[config.mk]
export PLATFORM = sky130hd
export DESIGN_NAME = burst_addr_gen
export DESIGN_NICKNAME = d
export VERILOG_FILES = /design/src/rtl/burst_gen_pkg.sv /design/src/rtl/beat_counter.sv /design/src/rtl/beat_order_map.sv /design/src/rtl/start_addr_reg.sv /design/src/rtl/burst_addr_gen.sv
export SDC_FILE = /design/constraint.sdc
export NUM_CORES = 1
export LEC_CHECK = 0
export ABC_AREA = 1
export BUFFER_PORTS_ARGS = -buffer_cell sky130_fd_sc_hd__buf_2
export CORE_MARGIN = 1.5
export CORE_UTILIZATION = 40
export CTS_CLUSTER_DIAMETER = 80
export DETAILED_ROUTE_END_ITERATION = 10
export SLEW_MARGIN = 20
export SYNTH_ARGS = -nofsm -noshare
export SYNTH_HDL_FRONTEND = slang
export SYNTH_SLANG_ARGS = --single-unit
[constraint.sdc]
create_clock -name clk -period 1.7 [get_ports clk]
set_input_delay 0.255 -clock clk [delete_from_list [all_inputs] [get_ports clk]]
set_output_delay 0.255 -clock clk [all_outputs]
set_load 0.01 [all_outputs]
[src/rtl/burst_gen_pkg.sv]
package burst_gen_pkg;

  typedef enum logic {
    ORD_LINEAR = 1'b0,
    ORD_XOR    = 1'b1
  } order_e;

endpackage

[src/rtl/beat_counter.sv]
module beat_counter #(
  parameter int CNT_W = 2
) (
  input  logic             clk,
  input  logic             rst,
  input  logic             clr,
  input  logic             step,
  output logic [CNT_W-1:0] cnt_q,
  output logic [CNT_W-1:0] cnt_nxt
);

  localparam logic [CNT_W-1:0] CNT_MAX = {CNT_W{1'b1}};

  always_comb begin
    if (clr)       cnt_nxt = '0;
    else if (step) cnt_nxt = cnt_q + 1'b1;
    else           cnt_nxt = cnt_q;
  end

  always_ff @(posedge clk) begin
    if (rst) cnt_q <= '0;
    else     cnt_q <= cnt_nxt;
  end

  AST_CNT_CLEAR: assert property (@(posedge clk) disable iff (rst)
    clr |=> (cnt_q == '0));

  AST_CNT_WRAP: assert property (@(posedge clk) disable iff (rst)
    (step && !clr && cnt_q == CNT_MAX) |=> (cnt_q == '0));

  AST_CNT_WAIT: assert property (@(posedge clk) disable iff (rst)
    (!step && !clr) |=> $stable(cnt_q));

endmodule

[src/rtl/beat_order_map.sv]
module beat_order_map
  import burst_gen_pkg::*;
#(
  parameter int LOW_W = 2
) (
  input  order_e           order,
  input  logic [LOW_W-1:0] base,
  input  logic [LOW_W-1:0] cnt,
  output logic [LOW_W-1:0] low
);

  logic [LOW_W-1:0] lin_low;
  logic [LOW_W-1:0] xor_low;

  assign lin_low = base + cnt;

  for (genvar b = 0; b < LOW_W; b++) begin : g_xor_bit
    assign xor_low[b] = base[b] ^ cnt[b];
  end

  assign low = (order == ORD_XOR) ? xor_low : lin_low;

endmodule

[src/rtl/start_addr_reg.sv]
module start_addr_reg #(
  parameter int ADDR_W = 16,
  parameter int LOW_W  = 2
) (
  input  logic              clk,
  input  logic              rst,
  input  logic              load,
  input  logic [ADDR_W-1:0] ext_addr,
  output logic [ADDR_W-1:LOW_W] upper_q,
  output logic [LOW_W-1:0]  base_q
);

  always_ff @(posedge clk) begin
    if (rst) begin
      upper_q <= '0;
      base_q  <= '0;
    end else if (load) begin
      upper_q <= ext_addr[ADDR_W-1:LOW_W];
      base_q  <= ext_addr[LOW_W-1:0];
    end
  end

  AST_START_HELD: assert property (@(posedge clk) disable iff (rst)
    !load |=> ($stable(upper_q) && $stable(base_q)));

endmodule

[src/rtl/burst_addr_gen.sv]
module burst_addr_gen
  import burst_gen_pkg::*;
#(
  parameter int ADDR_W = 16,
  parameter int LOW_W  = 2
) (
  input  logic              clk,
  input  logic              rst,
  input  logic              load_a_n,
  input  logic              load_b_n,
  input  logic              adv_n,
  input  logic              order_sel,
  input  logic [ADDR_W-1:0] ext_addr,
  output logic [ADDR_W-1:0] beat_addr
);

  localparam int UP_W = ADDR_W - LOW_W;

  logic                   load;
  logic                   step;
  order_e                 order;
  logic [ADDR_W-1:LOW_W]  upper_q;
  logic [LOW_W-1:0]       base_q;
  logic [LOW_W-1:0]       cnt_q;
  logic [LOW_W-1:0]       cnt_nxt;
  logic [LOW_W-1:0]       low_nxt;
  logic [ADDR_W-1:0]      beat_q;
  logic [LOW_W-1:0]       out_low;
  logic [UP_W-1:0]        out_up;

  assign load  = !load_a_n || !load_b_n;
  assign step  = !adv_n && !load;
  assign order = order_e'(order_sel);

  start_addr_reg #(.ADDR_W(ADDR_W), .LOW_W(LOW_W)) u_start (
    .clk      (clk),
    .rst      (rst),
    .load     (load),
    .ext_addr (ext_addr),
    .upper_q  (upper_q),
    .base_q   (base_q)
  );

  beat_counter #(.CNT_W(LOW_W)) u_cnt (
    .clk     (clk),
    .rst     (rst),
    .clr     (load),
    .step    (step),
    .cnt_q   (cnt_q),
    .cnt_nxt (cnt_nxt)
  );

  beat_order_map #(.LOW_W(LOW_W)) u_map (
    .order (order),
    .base  (base_q),
    .cnt   (cnt_nxt),
    .low   (low_nxt)
  );

  always_ff @(posedge clk) begin
    if (rst)       beat_q <= '0;
    else if (load) beat_q <= ext_addr;
    else if (step) beat_q <= {upper_q, low_nxt};
  end

  assign beat_addr = beat_q;
  assign out_low   = beat_q[LOW_W-1:0];
  assign out_up    = beat_q[ADDR_W-1:LOW_W];

  AST_LOAD_TAKES_EXT: assert property (@(posedge clk) disable iff (rst)
    load |=> (beat_addr == $past(ext_addr)));

  AST_UPPER_FIXED: assert property (@(posedge clk) disable iff (rst)
    !load |=> (out_up == $past(out_up)));

  AST_WAIT_HOLDS: assert property (@(posedge clk) disable iff (rst)
    (!load && adv_n) |=> $stable(beat_addr));

  AST_LINEAR_STEP: assert property (@(posedge clk) disable iff (rst)
    (step && order == ORD_LINEAR && $stable(order_sel)) |=>
      ((out_low - $past(out_low)) == LOW_W'(1)));

  AST_XOR_STEP: assert property (@(posedge clk) disable iff (rst)
    (step && order == ORD_XOR) |=>
      ((out_low ^ $past(out_low)) == (cnt_q ^ $past(cnt_q))));

endmodule

Word-level counts from Yosys, hierarchy flattened
Cells that the tools add are included.
{"block": "totals", "ff_bits": 34, "inputBits": 22, "out_inout_bits": 16, "word_cells": 20}
{"block": "classes", "addsub": 2, "mux": 5, "bitwise": 2, "reduce_logical": 7}
{"cell": "16-bit 2-to-1 mux", "n": 2}
{"cell": "2-bit 2-to-1 mux", "n": 3}
{"cell": "1-bit zero test", "n": 4}
{"cell": "2-bit by 1-bit adder with 2-bit output (second input constant)", "n": 1}
{"cell": "2-bit adder", "n": 1}
{"cell": "2-bit nonzero test", "n": 1}
{"cell": "1-bit bitwise XOR", "n": 2}
{"cell": "1-bit logical AND", "n": 1}
{"cell": "1-bit logical OR", "n": 1}

Logic depth before layout (Yosys ltp)
Gate-level depths: netlist (run 1).
{"block": "logic_depth", "ltp_word": 10, "depth_mapped": 13, "depth_no_buf": 13}

Modules after synthesis
From an unflattened synthesis (run 1), not the netlist that was laid out.
{"block": "unflattened", "hier_cells": 271, "hier_area_um2": 1727.9}
{"mod": "burst_addr_gen", "instances": 1, "cells_per_inst": 141, "area_per_inst_um2": 893.4, "seq_area_each_um2": 320.3}
{"mod": "start_addr_reg", "instances": 1, "cells_per_inst": 101, "area_per_inst_um2": 670.6, "seq_area_each_um2": 320.3}
{"mod": "beat_counter", "instances": 1, "cells_per_inst": 14, "area_per_inst_um2": 96.3, "seq_area_each_um2": 40.0}
{"mod": "beat_order_map", "instances": 1, "cells_per_inst": 15, "area_per_inst_um2": 67.6, "seq_area_each_um2": 0.0}

Worst setup path after synthesis (run 1)
OpenSTA, ideal clock, no wires.
{"block": "synth_path", "path_type": "input-to-reg", "start": "input port load_b_n", "end": "register beat_q[1] (netlist: beat_addr[1])", "setup_ns": 0.070, "arrival_ns": 1.346, "required_time_ns": 1.630, "path_slack_ns": 0.284, "path_stages": 13, "n_path_buf": 2, "path_cell_list": "nand2_2 buf_6 buf_8 nor3_1 ha_1 nand2_1 nand2_1 nand2_1 inv_1 nand2_1 nand2_1 nand2_1 a21oi_1"}
{"block": "synth_via", "elab_chain_len": 10, "elab_cells_between_ends": 12, "cone_classes": "1 x add/sub; 5 x mux; 1 x bitwise; 5 x reduce/logical"}
{"item": "start, declared", "line_no": "burst_addr_gen.sv:10", "source": "input logic load_b_n,"}
{"item": "1-bit zero test (*)", "line_no": "burst_addr_gen.sv:31", "source": "assign load = !load_a_n || !load_b_n;"}
{"item": "1-bit logical OR (*)", "line_no": "burst_addr_gen.sv:31"}
{"item": "1-bit zero test", "line_no": "burst_addr_gen.sv:32", "source": "assign step = !adv_n && !load;"}
{"item": "1-bit logical AND", "line_no": "burst_addr_gen.sv:32"}
{"item": "2-bit 2-to-1 mux", "line_no": "beat_counter.sv:16", "source": "else if (step) cnt_nxt = cnt_q + 1'b1;"}
{"item": "2-bit 2-to-1 mux (*)", "line_no": "beat_counter.sv:15", "source": "if (clr) cnt_nxt = '0;"}
{"item": "named net cnt_nxt[0]", "line_no": "burst_addr_gen.sv:25", "source": "logic [LOW_W-1:0] cnt_nxt;"}
{"item": "2-bit adder (*)", "line_no": "beat_order_map.sv:15", "source": "assign lin_low = base + cnt;"}
{"item": "2-bit 2-to-1 mux (*)", "line_no": "beat_order_map.sv:21", "source": "assign low = (order == ORD_XOR) ? xor_low : lin_low;"}
{"item": "16-bit 2-to-1 mux (*)", "line_no": "burst_addr_gen.sv:63", "source": "else if (step) beat_q <= {upper_q, low_nxt};"}
{"item": "16-bit 2-to-1 mux (*)", "line_no": "burst_addr_gen.sv:62", "source": "else if (load) beat_q <= ext_addr;"}
{"item": "end signal, assigned", "line_no": "burst_addr_gen.sv:62"}
{"item": "end signal, assigned", "line_no": "burst_addr_gen.sv:63"}
{"item": "end, declared", "line_no": "burst_addr_gen.sv:27", "source": "logic [ADDR_W-1:0] beat_q;"}
Mark *: on every way through the listed nets, which the timed path passes. The rest lies on a longest branch. The select of a mux whose other input is x is not followed.
A chain may end at the register's enable or synchronous reset.

Worst setup path after layout (run 1)
{"block": "layout_path", "start": "register u_cnt.cnt_q[0]", "end": "register beat_q[1] (netlist: beat_addr[1])"}
{"block": "layout_via", "elab_chain_len": 7, "elab_cells_between_ends": 8, "cone_classes": "2 x add/sub; 5 x mux; 1 x bitwise"}
{"item": "start, declared", "line_no": "beat_counter.sv:8", "source": "output logic [CNT_W-1:0] cnt_q,"}
{"item": "start signal, assigned", "line_no": "beat_counter.sv:22", "source": "else cnt_q <= cnt_nxt;"}
{"item": "2-bit by 1-bit adder with 2-bit output", "line_no": "beat_counter.sv:16"}
{"item": "2-bit 2-to-1 mux (*)", "line_no": "beat_counter.sv:16"}
{"item": "2-bit 2-to-1 mux (*)", "line_no": "beat_counter.sv:15"}
{"item": "named net cnt_nxt[0]", "line_no": "burst_addr_gen.sv:25"}
{"item": "2-bit adder (*)", "line_no": "beat_order_map.sv:15"}
{"item": "2-bit 2-to-1 mux (*)", "line_no": "beat_order_map.sv:21"}
{"item": "16-bit 2-to-1 mux (*)", "line_no": "burst_addr_gen.sv:63"}
{"item": "16-bit 2-to-1 mux (*)", "line_no": "burst_addr_gen.sv:62"}
Marked as above.

==> flow_summary_export.csv, run 1 <==
group,metric,value,unit
status,status,"complete, no violations",
synthesis,synth_area_per_cell,9.05,um2
sta,slew_viol_final,0,
clock_network,clkTransAtPathRegs,100,ps
placement,post-place-ws,269,ps
clock_network,htree_num_levels,2,
cells_and_area,nets,201,
synthesis,ys_seq_elements,34,
global_routing,grt_usage,15.9,%
clock_network,clock_path_buffers,2,
drt,first_iter_violations,50,
sta,tightest_slew,497,ps
sta,setup-violations-final,0,
cells_and_area,mostFrequentLayoutCell,"buf_2",
setup_path,worst-path-stages,12,
cells_and_area,area_growth,21.4,%
global_routing,grt_max_degree,33,
setup_path,worst_path_max_delay_cell,"dfxtp_1",
floorplan,die-area,3490,um2
synthesis,syn-instance-count,139,
clock_network,cts_setup_buffers,0,
floorplan,coreArea,3030,um2
cells_and_area,layout_common_cells,"buf_2, dfxtp_1, a21oi_1",
clock_network,cts_resized,0,
cells_and_area,layout-drive-gt1-share,28.5,%
clock_network,cts_tree,"yes",
global_routing,use_met1,19.9,%
setup_path,worstPathRequired,1960,ps
setup_path,crit_end,"beat_addr[1]",
synthesis,synth.distinct_cells,20,
setup_path,crit_top_cell,"nand2_1",
global_routing,antenna_found_initial,0,
min_path,hp-class,"input pin to register",
clock_network,clk_latency,330,ps
drt,dr.pass1.iters,4,
floorplan,dieWidth,59.1,um
global_routing,globalRouteMet2Util,24.1,%
placement,gp_congestion,0.785,
global_routing,grt.met3_usage,7.21,%
setup_path,start_kind,"register",
setup_path,worstPathArrival,1620,ps
floorplan,ioPinCount,38,
setup_path,crit_chain,"nand2_1 > inv_1 > nor3_1 > ha_1 > nand2_1 > nand2_1 > nand2_1 > inv_1 > nand2_1 > nand2_1 > nand2_1 > a21oi_1",
sta,final.setup_skew,6.95,ps
sta,rsz0062_at_grt,"no",
clock_network,hold_buffers,0,
setup_path,rr_endpoint,"beat_addr[1]",
floorplan,initial_utilization,41.5,%
pwr,cellPowerDensity,989,nW/um2
setup_path,cp-end-kind,"register",
global_routing,first_global_vias,956,
setup_path,regToRegSetupSlack,340,ps
setup_path,reg2reg_from,"u_cnt.cnt_q[0]",
synthesis,synth-seq-area-share,54.1,%
setup_path,critPathTopFamily,"simple AND/OR/NAND/NOR gates",
cells_and_area,diodes,0,
placement,portBuffers,37,
floorplan,fp-row-count,20,
sta,final_hold_viol_count,0,
clock_network,cts_made_buffers,5,
global_routing,overflow,0,
floorplan,die_y,59.1,um
global_routing,grt.busiest_layer,"met2",
sta,max_freq,737,MHz
setup_path,path_buf_inv,2,
setup_path,slowest_delay,330,ps
clock_network,cts_root_buf,"clkbuf_4",
run,maxCapViolCount,0,
sta,fin_ws,344,ps
sta,period_minus_slack,1360,ps
sta,slew_headroom,66.8,%
setup_path,critPathLaunch,"u_cnt.cnt_q[0]",
clock_network,clkSinkCount,34,
synthesis,synth_nets,162,
placement,hpwl,1720,um
drt,drt-total-wl,2480,um
drt,vias,1043,
min_path,hold_start,"ext_addr[11]",
setup_path,cp_max_fo,3,
drt,antenna_left,0,
pwr,p_leak,0.789,nW
setup_path,r2r_cells,12,
drt,drc_errors,0,
setup_path,crit_type,"register to register",
drt,wl_per_cell,11.1,um
sta,setup-tns-final,0,ps
sta,min_period_over_period,79.8,%
synthesis,yosysWarningCount,0,
synthesis,syn-cell-area,1260,um2
global_routing,grt_pass1_wl,4080,um
pwr,ir_drop,0.626,mV
drt,via_per_inst,4.68,
[tightest hold or removal path, stage by stage]
cell and delay [ps]:
buf_2 80, mux2i_1 70, nor2_1 80
[area by class of cell]
type                            instances  area (um2)
Tap cell                               44        55.1
Sequential cell                        34         681
Multi-Input combinational cell         87         485
Clock buffer                            7        55.1
Fill cell                             300        1500
Timing Repair Buffer                   40         208
Clock inverter                          1        5.00
Inverter                               10        37.5
[Yosys cell counts (all sizes together)]
cell    number  area, um2
dfxtp       34        681
nand2       18       72.6
a21oi       17       85.1
o21ai       16       80.1
nor2        15       56.3
mux2i       14        140
inv         10       37.5
buf          6       45.0
clkbuf       2       8.75
nand3        2       10.0
nor3         2       10.0
a31oi        1       6.26
ha           1       12.5
nor4         1       12.5
[flip-flops by register name, summed over array words and instances (netlist names)]
signal,flops
u_start.upper_q,14
u_cnt.cnt_q,2
u_start.base_q,2
beat_addr,16
[where the power goes]
part / leakage, nW / internal (mW) / total (mW) / switching [mW]
combinational: 0.472 / 0.0818 / 0.187 / 0.105
sequential: 0.282 / 0.850 / 0.871 / 0.0206
clock: 0.0353 / 0.200 / 0.453 / 0.252
total: 0.789 / 1.13 / 1.51 / 0.378
[through the flow]
step,utilization (%),hold WS [ps],power (mW),cells,area (um2)
after floorplan,-,422,1.01,139,1260
after global placement,48.4,460,1.07,215,1470
after detailed placement,48.4,468,1.08,215,1470
after CTS,50.4,172,1.53,223,1530
after global routing,50.4,159,1.61,223,1530
final,50.4,173,1.51,223,1530
[worst min path at each step]
stage	end	slack, ps	depth (start not counted)
2_1_floorplan	u_start.upper_q[10]	420	2
3_3_place_gp	u_start.base_q[0]	460	2
3_5_place_dp	u_start.base_q[0]	470	2
4_1_cts	u_start.upper_q[11]	170	3
5_1_grt	u_start.upper_q[12]	160	3
6_report	u_start.upper_q[11]	170	3
[cell families (layout without fill, tap and decap cells)]
family                     count (synthesis)  count (layout)  share of synthesized area, %
buffers and inverters                     18              58                          7.26
DFF                                       34              34                          54.1
muxes                                     14              14                          11.1
adders and majority gates                  1               1                         0.995
and+or+nand+nor                           38              38                          12.8
AOI/OAI and AO/OA                         34              34                          13.6
[routing by layer]
layer  vias to the layer above  routed length, um
met3                         4                135
met5                         -                  0
li1                        539                  -
met2                        28               1140
met4                         0                 29
met1                       472               1170
(Power assumes the default switching activity.)
==> run 2: changes to the inputs <==
ABC_AREA = 0   (was 1)
clock period = 1.3 ns   (was 1.7 ns; I/O delays follow)
==> flow_summary_export.csv, run 2 <==
group,metric,value,unit
sta,setup-violations-final,2,
sta,period_minus_slack,1390,ps
synthesis,async_reset_ff_share,0,%
floorplan,dieWidth,61.8,um
synthesis,yosysWarningCount,0,
pwr,p_leak,0.759,nW
global_routing,grt_pass1_wl,4510,um
min_path,hold_path_depth,3,
global_routing,antenna_found_initial,0,
clock_network,cts_root_buf,"clkbuf_4",
global_routing,grt_max_degree,21,
drt,wl_met2,1400,um
global_routing,overflow,0,
setup_path,r2r_cells,6,
sta,slew_headroom,77.3,%
setup_path,rr_endpoint,"beat_addr[0]",
drt,antenna_left,0,
drt,drc_errors,0,
setup_path,regToRegSetupSlack,-90,ps
synthesis,syn-instance-count,154,
setup_path,reg2reg_from,"u_cnt.cnt_q[0]",
cells_and_area,area_growth,23.0,%
drt,first_iter_violations,32,
drt,drt-total-wl,2880,um
placement,portBuffers,37,
drt,vias,1155,
synthesis,synth.area.top_cells,"dfxtp_1, nand2_1, mux2_2",
global_routing,first_global_vias,1063,
min_path,hold_end,"beat_addr[9]",
clock_network,clock_path_buffers,2,
drt,wl_met3,151,um
pwr,ir_drop,0.729,mV
sta,tightest_slew,340,ps
setup_path,cp_max_fo,2,
sta,rsz0062_at_grt,"yes",
sta,max_freq,718,MHz
floorplan,fp-row-count,21,
synthesis,synth_top_family_by_area,"simple AND/OR/NAND/NOR gates",
placement,gp_congestion,0.669,
cells_and_area,fin_area,1700,um2
cells_and_area,diodes,0,
clock_network,clkSinkCount,34,
drt,m1WireLength,1310,um
cells_and_area,mostFrequentLayoutCell,"nand2_1",
min_path,hp-class,"input pin to register",
cells_and_area,layout-drive-gt1-share,38.3,%
synthesis,synth_area_per_cell,8.99,um2
cells_and_area,largest_reg_flops,16,
floorplan,initial_utilization,41.5,%
synthesis,synth_simple_gate_area_share,16.9,%
pwr,cellPowerDensity,1180,nW/um2
pwr,p_total,2.01,mW
clock_network,clk_latency,330,ps
floorplan,die_y,61.8,um
synthesis,syn-cell-area,1390,um2
synthesis,synth_top_area_cell,"dfxtp_1",
synthesis,synth_xor_area_share,3.52,%
sta,min_period_over_period,107,%
global_routing,grt_usage,16.6,%
sta,final.setup_skew,12.6,ps
sta,fin_ws,-92.4,ps
synthesis,netlist_top_cells_count,"nand2_1, dfxtp_1, a21oi_1, mux2_2, buf_2",
setup_path,start_kind,"register",
run,maxCapViolCount,0,
placement,placed_cell_area,1600,um2
clock_network,cts_tree,"yes",
setup_path,worstPathArrival,1610,ps
cells_and_area,nets,215,
placement,post-place-ws,-114,ps
synthesis,synth-adder-area-share,0.903,%
cells_and_area,layout_common_cells,"nand2_1, buf_2, dfxtp_1",
clock_network,clkTransAtPathRegs,100,ps
drt,dr.pass1.iters,3,
synthesis,synth-seq-area-share,49.1,%
min_path,hold_start,"ext_addr[9]",
synthesis,synth_edf_count,0,
clock_network,cts_setup_buffers,0,
setup_path,cp-end-kind,"register",
sta,setup-tns-final,-165,ps
drt,via_per_inst,4.83,
status,violations,"setup timing",
synthesis,synth_top_area_share,49.1,%
clock_network,cts_made_buffers,5,
synthesis,synth_mux_area_share,12.2,%
setup_path,crit_type,"register to register",
synthesis,synth_nets,177,
synthesis,synth_flop_cell,"dfxtp_1",
synthesis,synth.distinct_cells,21,
synthesis,ys_seq_elements,34,
placement,hpwl,1990,um
drt,route.top_layer_used,"met4",
synthesis,yosysMostFrequentCell,"nand2_1",
sta,slew_viol_final,0,
floorplan,ioPinCount,38,
drt,wl_per_cell,12.0,um
floorplan,die-area,3820,um2
sta,final_hold_viol_count,0,
floorplan,coreArea,3340,um2
status,status,"complete, but fails checks",
clock_network,htree_num_levels,2,
setup_path,worstPathRequired,1510,ps
synthesis,synth_compound_area_share,12.3,%
[run 2: routing by layer]
metal / GRT usage (%) / up-vias
li1: - / 586
met3: 6.63 / 2
met2: 28.6 / 29
met5: 0 / -
met4: 6.38 / 0
met1: 18.4 / 538
[run 2: worst max-delay path by stage]
| stage | slack [ps] | end | cells past startpoint | start |
|---|---|---|---|---|
| after detailed placement | -110 | beat_addr[1] | 7 | adv_n |
| after CTS | -120 | beat_addr[1] | 6 | u_cnt.cnt_q[0] |
| after floorplan | -110 | beat_addr[0] | 8 | adv_n |
| after global routing | -170 | beat_addr[1] | 6 | u_cnt.cnt_q[0] |
| after global placement | -40 | beat_addr[0] | 6 | u_cnt.cnt_q[0] |
| final | -90 | beat_addr[0] | 6 | u_cnt.cnt_q[0] |
[run 2: metrics by stage]
step | std cells | hold slack (ps) | util [%]
CTS | 239 | 103 | 49.9
finish | 239 | 111 | 51.1
detailed placement | 231 | 445 | 48.0
floorplan | 154 | 354 | -
global placement | 231 | 435 | 48.0
global route | 239 | 84.8 | 51.1
[run 2: timing repair]
item | in CTS | in global routing
pin swaps | 1 | 6
hold buffers | 0 | 0
gates resized for setup | 1 | 9
endpoints found under the setup margin | 2 | 2
[run 2: cell type report]
| type | instances | area [um2] |
|---|---|---|
| fill | 355 | 1630 |
| multi-input combinational | 108 | 674 |
| clock inverter | 1 | 5.00 |
| sequential | 34 | 682 |
| timing repair buffer | 43 | 230 |
| clock buffer | 7 | 55.1 |
| tap | 46 | 57.6 |
[run 2: kinds of logic after synthesis]
kind of cell / count (synthesis)
AO/OA/AOI/OAI: 32
buffers and inverters: 12
multiplexers: 15
XOR/XNOR: 4
adder cells (fa/ha/maj): 1
flip-flops: 34
AND/OR/NAND/NOR: 56
[run 2: power breakdown]
part | switching [mW] | internal (mW)
Combinational | 0.146 | 0.136
Sequential | 0.0302 | 1.10
Clock | 0.333 | 0.262
Total | 0.509 | 1.50
[run 2: critical path, stage by stage, from the launching register on]
cell and delay (ps):
dfxtp_2 350, xor2_2 150, nor2_2 180, ha_4 230, mux2_4 270, nand2_2 60
a21oi_2 40
